## config.mk

```make
export PLATFORM = sky130hd
export DESIGN_NAME = pp_fb_ctrl
export DESIGN_NICKNAME = d
export VERILOG_FILES = /design/src/rtl/pp_fb_pkg.sv /design/src/rtl/pp_host_if.sv /design/src/rtl/pp_capture.sv /design/src/rtl/pp_bank_mux.sv /design/src/rtl/pp_fb_ctrl.sv
export SDC_FILE = /design/constraint.sdc
export NUM_CORES = 1
export LEC_CHECK = 0
export ABC_AREA = 1
export BUFFER_PORTS_ARGS = -buffer_cell sky130_fd_sc_hd__buf_4
export CAP_MARGIN = 20
export CELL_PAD_IN_SITES_DETAIL_PLACEMENT = 1
export CELL_PAD_IN_SITES_GLOBAL_PLACEMENT = 1
export CORE_UTILIZATION = 36
export CTS_CLUSTER_SIZE = 30
export DETAILED_ROUTE_END_ITERATION = 12
export GPL_ROUTABILITY_DRIVEN = 0
export MAX_ROUTING_LAYER = met4
export PLACE_DENSITY = 0.95
export SLEW_MARGIN = 20
export SYNTH_ARGS = -nofsm -noshare
export SYNTH_HDL_FRONTEND = slang
export SYNTH_SLANG_ARGS = --single-unit
```

## constraint.sdc

```tcl
create_clock -name clk_i -period 2.7 [get_ports clk_i]
set_input_delay 0.405 -clock clk_i [delete_from_list [all_inputs] [get_ports clk_i]]
set_output_delay 0.405 -clock clk_i [all_outputs]
set_load 0.005 [all_outputs]
```

## src/rtl/pp_fb_pkg.sv

```systemverilog
package pp_fb_pkg;
  localparam int unsigned NUM_BANKS = 2;

  // bank used by capture for a given role flag; host gets the other one
  function automatic logic cap_bank(input logic role);
    return ~role;
  endfunction
endpackage

```

## src/rtl/pp_host_if.sv

```systemverilog
module pp_host_if #(
  parameter logic [5:0] PORT_MATCH = 6'b100010,
  parameter int unsigned WSEL_W = 4,
  parameter logic [WSEL_W-1:0] WIN_MATCH = 4'b1101,
  parameter int unsigned CTRL_W = 2
) (
  input  logic              clk_i,
  input  logic              rst_ni,
  input  logic [5:0]        port_field_i,
  input  logic [WSEL_W-1:0] win_field_i,
  input  logic              aen_i,
  input  logic              iow_ni,
  input  logic              memr_ni,
  input  logic [CTRL_W-1:0] ctrl_i,
  output logic              req_role_o,
  output logic [CTRL_W-2:0] page_o,
  output logic              host_rd_o
);
  logic              port_sel_n;
  logic              win_sel_n;
  logic              pw_clk;
  logic [2:0]        pw_q;
  logic [CTRL_W-1:0] d_hold;

  assign port_sel_n = ~((port_field_i == PORT_MATCH) & ~aen_i);
  assign win_sel_n  = ~(win_field_i == WIN_MATCH);
  assign pw_clk     = port_sel_n | iow_ni;
  assign host_rd_o  = ~win_sel_n & ~memr_ni;

  // port-write strobe resynchronised; commit on its rising edge
  always_ff @(posedge clk_i or negedge rst_ni) begin
    if (!rst_ni) begin
      pw_q       <= '1;
      d_hold     <= '0;
      req_role_o <= 1'b0;
      page_o     <= '0;
    end else begin
      pw_q <= {pw_q[1:0], pw_clk};
      if (!pw_q[1]) d_hold <= ctrl_i;
      if (pw_q[1] && !pw_q[2]) begin
        req_role_o <= d_hold[0];
        page_o     <= d_hold[CTRL_W-1:1];
      end
    end
  end
endmodule

```

## src/rtl/pp_capture.sv

```systemverilog
module pp_capture #(
  parameter int unsigned BANK_AW = 17,
  parameter int unsigned DATA_W  = 8
) (
  input  logic               clk_i,
  input  logic               rst_ni,
  input  logic               hblank_i,
  input  logic               vblank_i,
  input  logic [DATA_W-1:0]  sample_i,
  input  logic               req_role_i,
  output logic               role_o,
  output logic               wr_en_o,
  output logic [BANK_AW-1:0] wr_addr_o,
  output logic [DATA_W-1:0]  wr_data_o
);
  logic               cap_en;
  logic [BANK_AW-1:0] cnt_q;

  assign cap_en = ~hblank_i & ~vblank_i;

  always_ff @(posedge clk_i or negedge rst_ni) begin
    if (!rst_ni) begin
      role_o    <= 1'b0;
      wr_en_o   <= 1'b0;
      wr_addr_o <= '0;
      wr_data_o <= '0;
      cnt_q     <= '0;
    end else begin
      wr_en_o <= cap_en;
      if (vblank_i) begin
        role_o <= req_role_i;   // swap only between fields
        cnt_q  <= '0;
      end else if (cap_en) begin
        cnt_q <= cnt_q + BANK_AW'(1);
      end
      if (cap_en) begin
        wr_addr_o <= cnt_q;
        wr_data_o <= sample_i;
      end
    end
  end
endmodule

```

## src/rtl/pp_bank_mux.sv

```systemverilog
module pp_bank_mux #(
  parameter int unsigned BANK_AW = 17,
  parameter int unsigned WIN_AW  = 16,
  parameter int unsigned DATA_W  = 8,
  localparam int unsigned PAGE_W = BANK_AW - WIN_AW
) (
  input  logic                                 role_i,
  input  logic                                 host_rd_i,
  input  logic [WIN_AW-1:0]                    win_addr_i,
  input  logic [PAGE_W-1:0]                    page_i,
  input  logic                                 wr_en_i,
  input  logic [BANK_AW-1:0]                   wr_addr_i,
  input  logic [pp_fb_pkg::NUM_BANKS-1:0][DATA_W-1:0]  ram_rdata_i,
  output logic [pp_fb_pkg::NUM_BANKS-1:0][BANK_AW-1:0] ram_addr_o,
  output logic [pp_fb_pkg::NUM_BANKS-1:0]              ram_we_no,
  output logic [pp_fb_pkg::NUM_BANKS-1:0]              ram_oe_no,
  output logic [DATA_W-1:0]                    host_rdata_o
);
  logic [BANK_AW-1:0] host_addr;
  logic               cbank;

  assign host_addr = {page_i, win_addr_i};
  assign cbank     = pp_fb_pkg::cap_bank(role_i);

  for (genvar b = 0; b < pp_fb_pkg::NUM_BANKS; b++) begin : g_bank
    localparam logic IDX = 1'(b);
    logic is_cap;
    assign is_cap        = (cbank == IDX);
    assign ram_addr_o[b] = is_cap ? wr_addr_i : host_addr;
    assign ram_we_no[b]  = ~(wr_en_i & is_cap);
    assign ram_oe_no[b]  = ~(host_rd_i & ~is_cap);
  end

  assign host_rdata_o = ram_rdata_i[role_i];
endmodule

```

## src/rtl/pp_fb_ctrl.sv

```systemverilog
module pp_fb_ctrl #(
  parameter int unsigned BANK_AW = 17,
  parameter int unsigned WIN_AW  = 16,
  parameter int unsigned HOST_AW = 20,
  parameter int unsigned DATA_W  = 8,
  parameter logic [5:0]  PORT_MATCH = 6'b100010,
  parameter logic [HOST_AW-WIN_AW-1:0] WIN_MATCH = 4'b1101
) (
  input  logic                              clk_i,
  input  logic                              rst_ni,
  input  logic [HOST_AW-1:0]                host_addr_i,
  input  logic                              host_aen_i,
  input  logic                              host_iow_ni,
  input  logic                              host_memr_ni,
  input  logic [BANK_AW-WIN_AW:0]           host_ctrl_i,
  input  logic                              cap_hblank_i,
  input  logic                              cap_vblank_i,
  input  logic [DATA_W-1:0]                 cap_sample_i,
  input  logic [1:0][DATA_W-1:0]            ram_rdata_i,
  output logic [1:0][BANK_AW-1:0]           ram_addr_o,
  output logic [1:0]                        ram_we_no,
  output logic [1:0]                        ram_oe_no,
  output logic [DATA_W-1:0]                 ram_wdata_o,
  output logic [DATA_W-1:0]                 host_rdata_o,
  output logic                              host_drv_o
);
  localparam int unsigned PAGE_W = BANK_AW - WIN_AW;
  localparam int unsigned WSEL_W = HOST_AW - WIN_AW;

  logic               req_role;
  logic [PAGE_W-1:0]  page;
  logic               host_rd;
  logic               active_sel;
  logic               wr_en;
  logic [BANK_AW-1:0] wr_addr;

  pp_host_if #(
    .PORT_MATCH(PORT_MATCH), .WSEL_W(WSEL_W), .WIN_MATCH(WIN_MATCH), .CTRL_W(PAGE_W + 1)
  ) i_host_if (
    .clk_i, .rst_ni,
    .port_field_i(host_addr_i[9:4]),
    .win_field_i (host_addr_i[HOST_AW-1:WIN_AW]),
    .aen_i       (host_aen_i),
    .iow_ni      (host_iow_ni),
    .memr_ni     (host_memr_ni),
    .ctrl_i      (host_ctrl_i),
    .req_role_o  (req_role),
    .page_o      (page),
    .host_rd_o   (host_rd)
  );

  pp_capture #(.BANK_AW(BANK_AW), .DATA_W(DATA_W)) i_capture (
    .clk_i, .rst_ni,
    .hblank_i  (cap_hblank_i),
    .vblank_i  (cap_vblank_i),
    .sample_i  (cap_sample_i),
    .req_role_i(req_role),
    .role_o    (active_sel),
    .wr_en_o   (wr_en),
    .wr_addr_o (wr_addr),
    .wr_data_o (ram_wdata_o)
  );

  pp_bank_mux #(.BANK_AW(BANK_AW), .WIN_AW(WIN_AW), .DATA_W(DATA_W)) i_bank_mux (
    .role_i      (active_sel),
    .host_rd_i   (host_rd),
    .win_addr_i  (host_addr_i[WIN_AW-1:0]),
    .page_i      (page),
    .wr_en_i     (wr_en),
    .wr_addr_i   (wr_addr),
    .ram_rdata_i (ram_rdata_i),
    .ram_addr_o  (ram_addr_o),
    .ram_we_no   (ram_we_no),
    .ram_oe_no   (ram_oe_no),
    .host_rdata_o(host_rdata_o)
  );

  assign host_drv_o = host_rd;
endmodule

```

== Word level (Yosys, flattened, before mapping) ==
Index checks and enable logic that the tools add are counted.
Word-level totals
  register bits after elaboration: 51
  bits of input ports: 53
  output and inout port bits: 55
  word-level logic and storage cells: 40
Cells by class
  $add $sub $neg: 1
  $lt $le $gt $ge: 1
  eq/ne operators: 2
  mux-type cells: 6
  bitwise gates (word level): 18
  reductions and logical operators: 3
Operators by type and width (count)
  two-way mux 17 bit: 4
  adder 17 x 1 -> 17 bit (second input constant): 1
  two-way mux 8 bit: 2
  inverter 1 bit: 10
  AND 1 bit: 7
  == test 6 bit (second input constant): 1
  == test 4 bit (second input constant): 1
  less-than comparator 1 x 2 -> 1 bit (second input constant): 1
  nonzero test 2 bit: 1
  logical AND 1 bit: 1
  logical NOT 1 bit: 1
  bitwise OR 1 bit: 1

== Depth between registers and ports, before layout ==
  depth after elaboration: 4
  depth in mapped cells: 9
  gate-level depth less buffers: 9

== Hierarchy ==
Synthesis repeated with hierarchy kept, for this count alone.
Second synthesis, totals
  cell total of the unflattened synthesis: 406
  area total of the unflattened synthesis: 2871.5 µm²
Modules (own cells, without submodules)
  pp_capture: times used 1, cells an instance 230, area each 1923.1 µm², seq. area each 1101.1 µm²
  pp_bank_mux: times used 1, cells an instance 140, area each 651.9 µm², seq. area each 0.0 µm²
  pp_host_if: times used 1, cells an instance 36, area each 296.5 µm², seq. area each 178.9 µm²

== Worst setup path before layout ==
No wires, ideal clock.
  path kind: register -> output
  start point: reg i_capture.role_o
  end point: out ram_addr_o[10] (netlist bit)
  data arrival time: 0.885 ns
  required time: 2.295 ns
  path slack: 1.410 ns
  stages on the path, launching flop included: 5
  path buffers: 1
  path through: dfrtp_1 inv_1 clkbuf_1 nand2_1 o21ai_0
RTL lines
  start: declaration: RTL line pp_capture.sv:11  | output logic role_o,
  start signal: assignment: RTL line pp_capture.sv:31  | role_o <= req_role_i;
  end: declaration: RTL line pp_fb_ctrl.sv:20  | output logic [1:0][BANK_AW-1:0] ram_addr_o,

==> results.cfg <==
[run_status]
status = completed

[grt]
grt_pass1_wl_um = 14100
track_usage = 0.247
grt_start_max_net_pins = 52
gr-total-overflow = 0
antenna_found_initial = 0
grt_pass1_vias = 2924

[yosys]
synthesis.area_sq_um = 2650
synth_top_cell_area_share = 0.453
ys.flop_type = dfrtp_1
synth_edf_count = 0
seq_area_frac_synth = 0.483
synth_top_cell_by_area = dfrtp_1
synthTopCellsByArea = dfrtp_1 45%, nand2_1 20%, o21ai_0 11%
synthTopCellsByCount = 143 x nand2_1, 60 x o21ai_0, 48 x dfrtp_1, 35 x inv_1, 31 x nor2_1
async_reset_ff_frac = 1.00
synthesis.nets = 424
syn_inst = 370
synth.most_common_cell = nand2_1
syn_avg_cell_area_sq_um = 7.16
yosys_warnings = 0
yosys_register_bits = 51
yosysUniqueCellTypes = 19

[clock_tree]
clkLatencyLatePin_ns = 0.31
postCtsHoldBufs = 0
cts_buffer_depth = 2
clock-sinks = 51
clkTransAtPathRegs_ns = 0.09
numCtsBuffers = 5
cts_resized = 0
h-tree-depth = 2
root_buffer = clkbuf_8
cts_tree = yes
cts_setup_buffers = 0

[floorplanning]
io_pins = 108
core_sq_um = 6940
dieArea_sq_um = 7710
start_util = 0.382
die_h_um = 87.8
num_rows = 30
die_w_um = 87.8

[place]
pre_cts_ws_ns = 1.13
dpl.hpwl_um = 6450
io_buffers = 107
placed_cell_area_sq_um = 3530

[setup_path]
worstPathCellList = inv_1, buf_4, nand2_1, o21ai_0, buf_4
worst_setup_path_start_kind = register
critPathArrivalTime_ns = 1.52
critPathMaxStageDelay_ns = 0.39
path_buf_inv = 3
end_kind = output port
required_ns = 2.30
cp_top_family = buffers and inverters
crit_type = reg2out
crit_fanout = 41
crit_top_cell = buf_4
cp_slowest_cell = dfrtp_1

[sta]
finalSetupViolCount = 0
hold_violations = 0
worstMarginPinSlew_ns = 0.656
setup_slack_ns = 0.772
fin_crit_sh = 0.714
setup-tns-final_ns = 0
rsz0062_at_grt = false
max_freq_ghz = 0.519
slew_headroom = 0.563
skew_ns = 0.00766
period_minus_slack_ns = 1.93
drv_slew = 0

[detailed_routing]
drc = 0
wl_met1_um = 3560
met3WireLength_um = 540
drt-wirelength-per-cell_um = 15.4
ant_nets = 0
finalWirelength_um = 8780
drt_iter0_drc = 171
wl_met2_um = 4480
via_count = 2846
via_per_inst = 4.99
dr.pass1.iters = 4
highest_layer = met4

[pwr]
peakVddDrop_v = 0.000173
pwr_density_cell_nw_per_um2 = 472
leakage_nw = 1.85
finalPower_mw = 1.72

[finish]
area_growth_pct = 37.4
antenna_cells = 0
final_cell_area_sq_um = 3640
drive_above_1_share = 0.281
nets = 527

[min_path]
hold_class = in2async

[run]
drv_cap = 0
[per-stage QoR]
| step | instances | hold WS [ns] | util |
|---|---|---|---|
| 5_1_grt | 570 | 0.156 | 0.524 |
| 3_3_place_gp | 562 | 0.350 | 0.509 |
| 4_1_cts | 570 | 0.139 | 0.524 |
| 3_5_place_dp | 562 | 0.348 | 0.509 |
| 2_1_floorplan | 370 | 0.109 | - |
| 6_report | 570 | 0.111 | 0.524 |
[power by group]
| group | total [mW] | leakage [nW] | switching, mW | internal, mW |
|---|---|---|---|---|
| registers | 0.815 | 0.675 | 0.0192 | 0.796 |
| logic | 0.372 | 1.12 | 0.192 | 0.180 |
| clock network | 0.531 | 0.0524 | 0.253 | 0.278 |
[sequential cells by signal (all words and copies together), names as in the netlist]
name	count
i_capture.cnt_q	17
i_capture.wr_addr_o	17
i_capture.wr_data_o	8
i_host_if.pw_q	3
i_host_if.d_hold	2
i_capture.role_o	1
i_capture.wr_en_o	1
i_host_if.page_o	1
i_host_if.req_role_o	1
[final cells by class]
| class | count | area (sq um) |
|---|---|---|
| Sequential cell | 51 | 1280 |
| Clock inverter | 1 | 30.0 |
| Multi-Input combinational cell | 267 | 1160 |
| Fill cell | 906 | 3300 |
| Timing Repair Buffer | 110 | 826 |
| Inverter | 38 | 144 |
| Clock buffer | 7 | 76.3 |
| Tap cell | 96 | 120 |
[worst paths after layout]
check	cells past startpoint	end	start	slack, ns
setup reg to reg	6	i_capture.cnt_q[8]	i_capture.cnt_q[0]	1.19
setup / recovery	5	ram_addr_o[11]	i_capture.role_o	0.77
max in group asynchronous	1	i_capture.wr_data_o[4]	rst_ni	2.15
hold reg to reg	0	i_host_if.pw_q[1]	i_host_if.pw_q[0]	0.36
hold / removal	1	i_capture.wr_addr_o[14]	rst_ni	0.11
min in group clk_i	3	i_capture.wr_data_o[7]	cap_sample_i[7]	0.28
[per-layer routing]
layer / global-route usage / vias to the layer above
met5: - / -
met2: 0.431 / 102
li1: - / 1357
met1: 0.281 / 1369
met3: 0.0518 / 18
met4: 0.0805 / 0
[logic make-up after synthesis]
logic type                 share of synthesized area
and+or+nand+nor                                0.303
adders and majority gates                    0.00472
DFF                                            0.483
buffers and inverters                         0.0774
AOI/OAI and AO/OA                              0.132
[cell usage in the layout, fill, tap and decap left out]
cell type / count
clkinv_2: 1
inv_1: 35
nand2_1: 143
dfstp_2: 3
nor2_2: 2
nand2_2: 6
ha_1: 1
clkbuf_1: 2
nand3_1: 7
o21ai_0: 60
nor3_4: 1
buf_4: 110
nor2_1: 31
bufinv_16: 1
nor4_1: 1
nand4_1: 3
nor2_4: 2
inv_2: 2
clkbuf_8: 5
dfrtp_1: 48
a21oi_1: 10
Power figures use the tool's default switching activity.
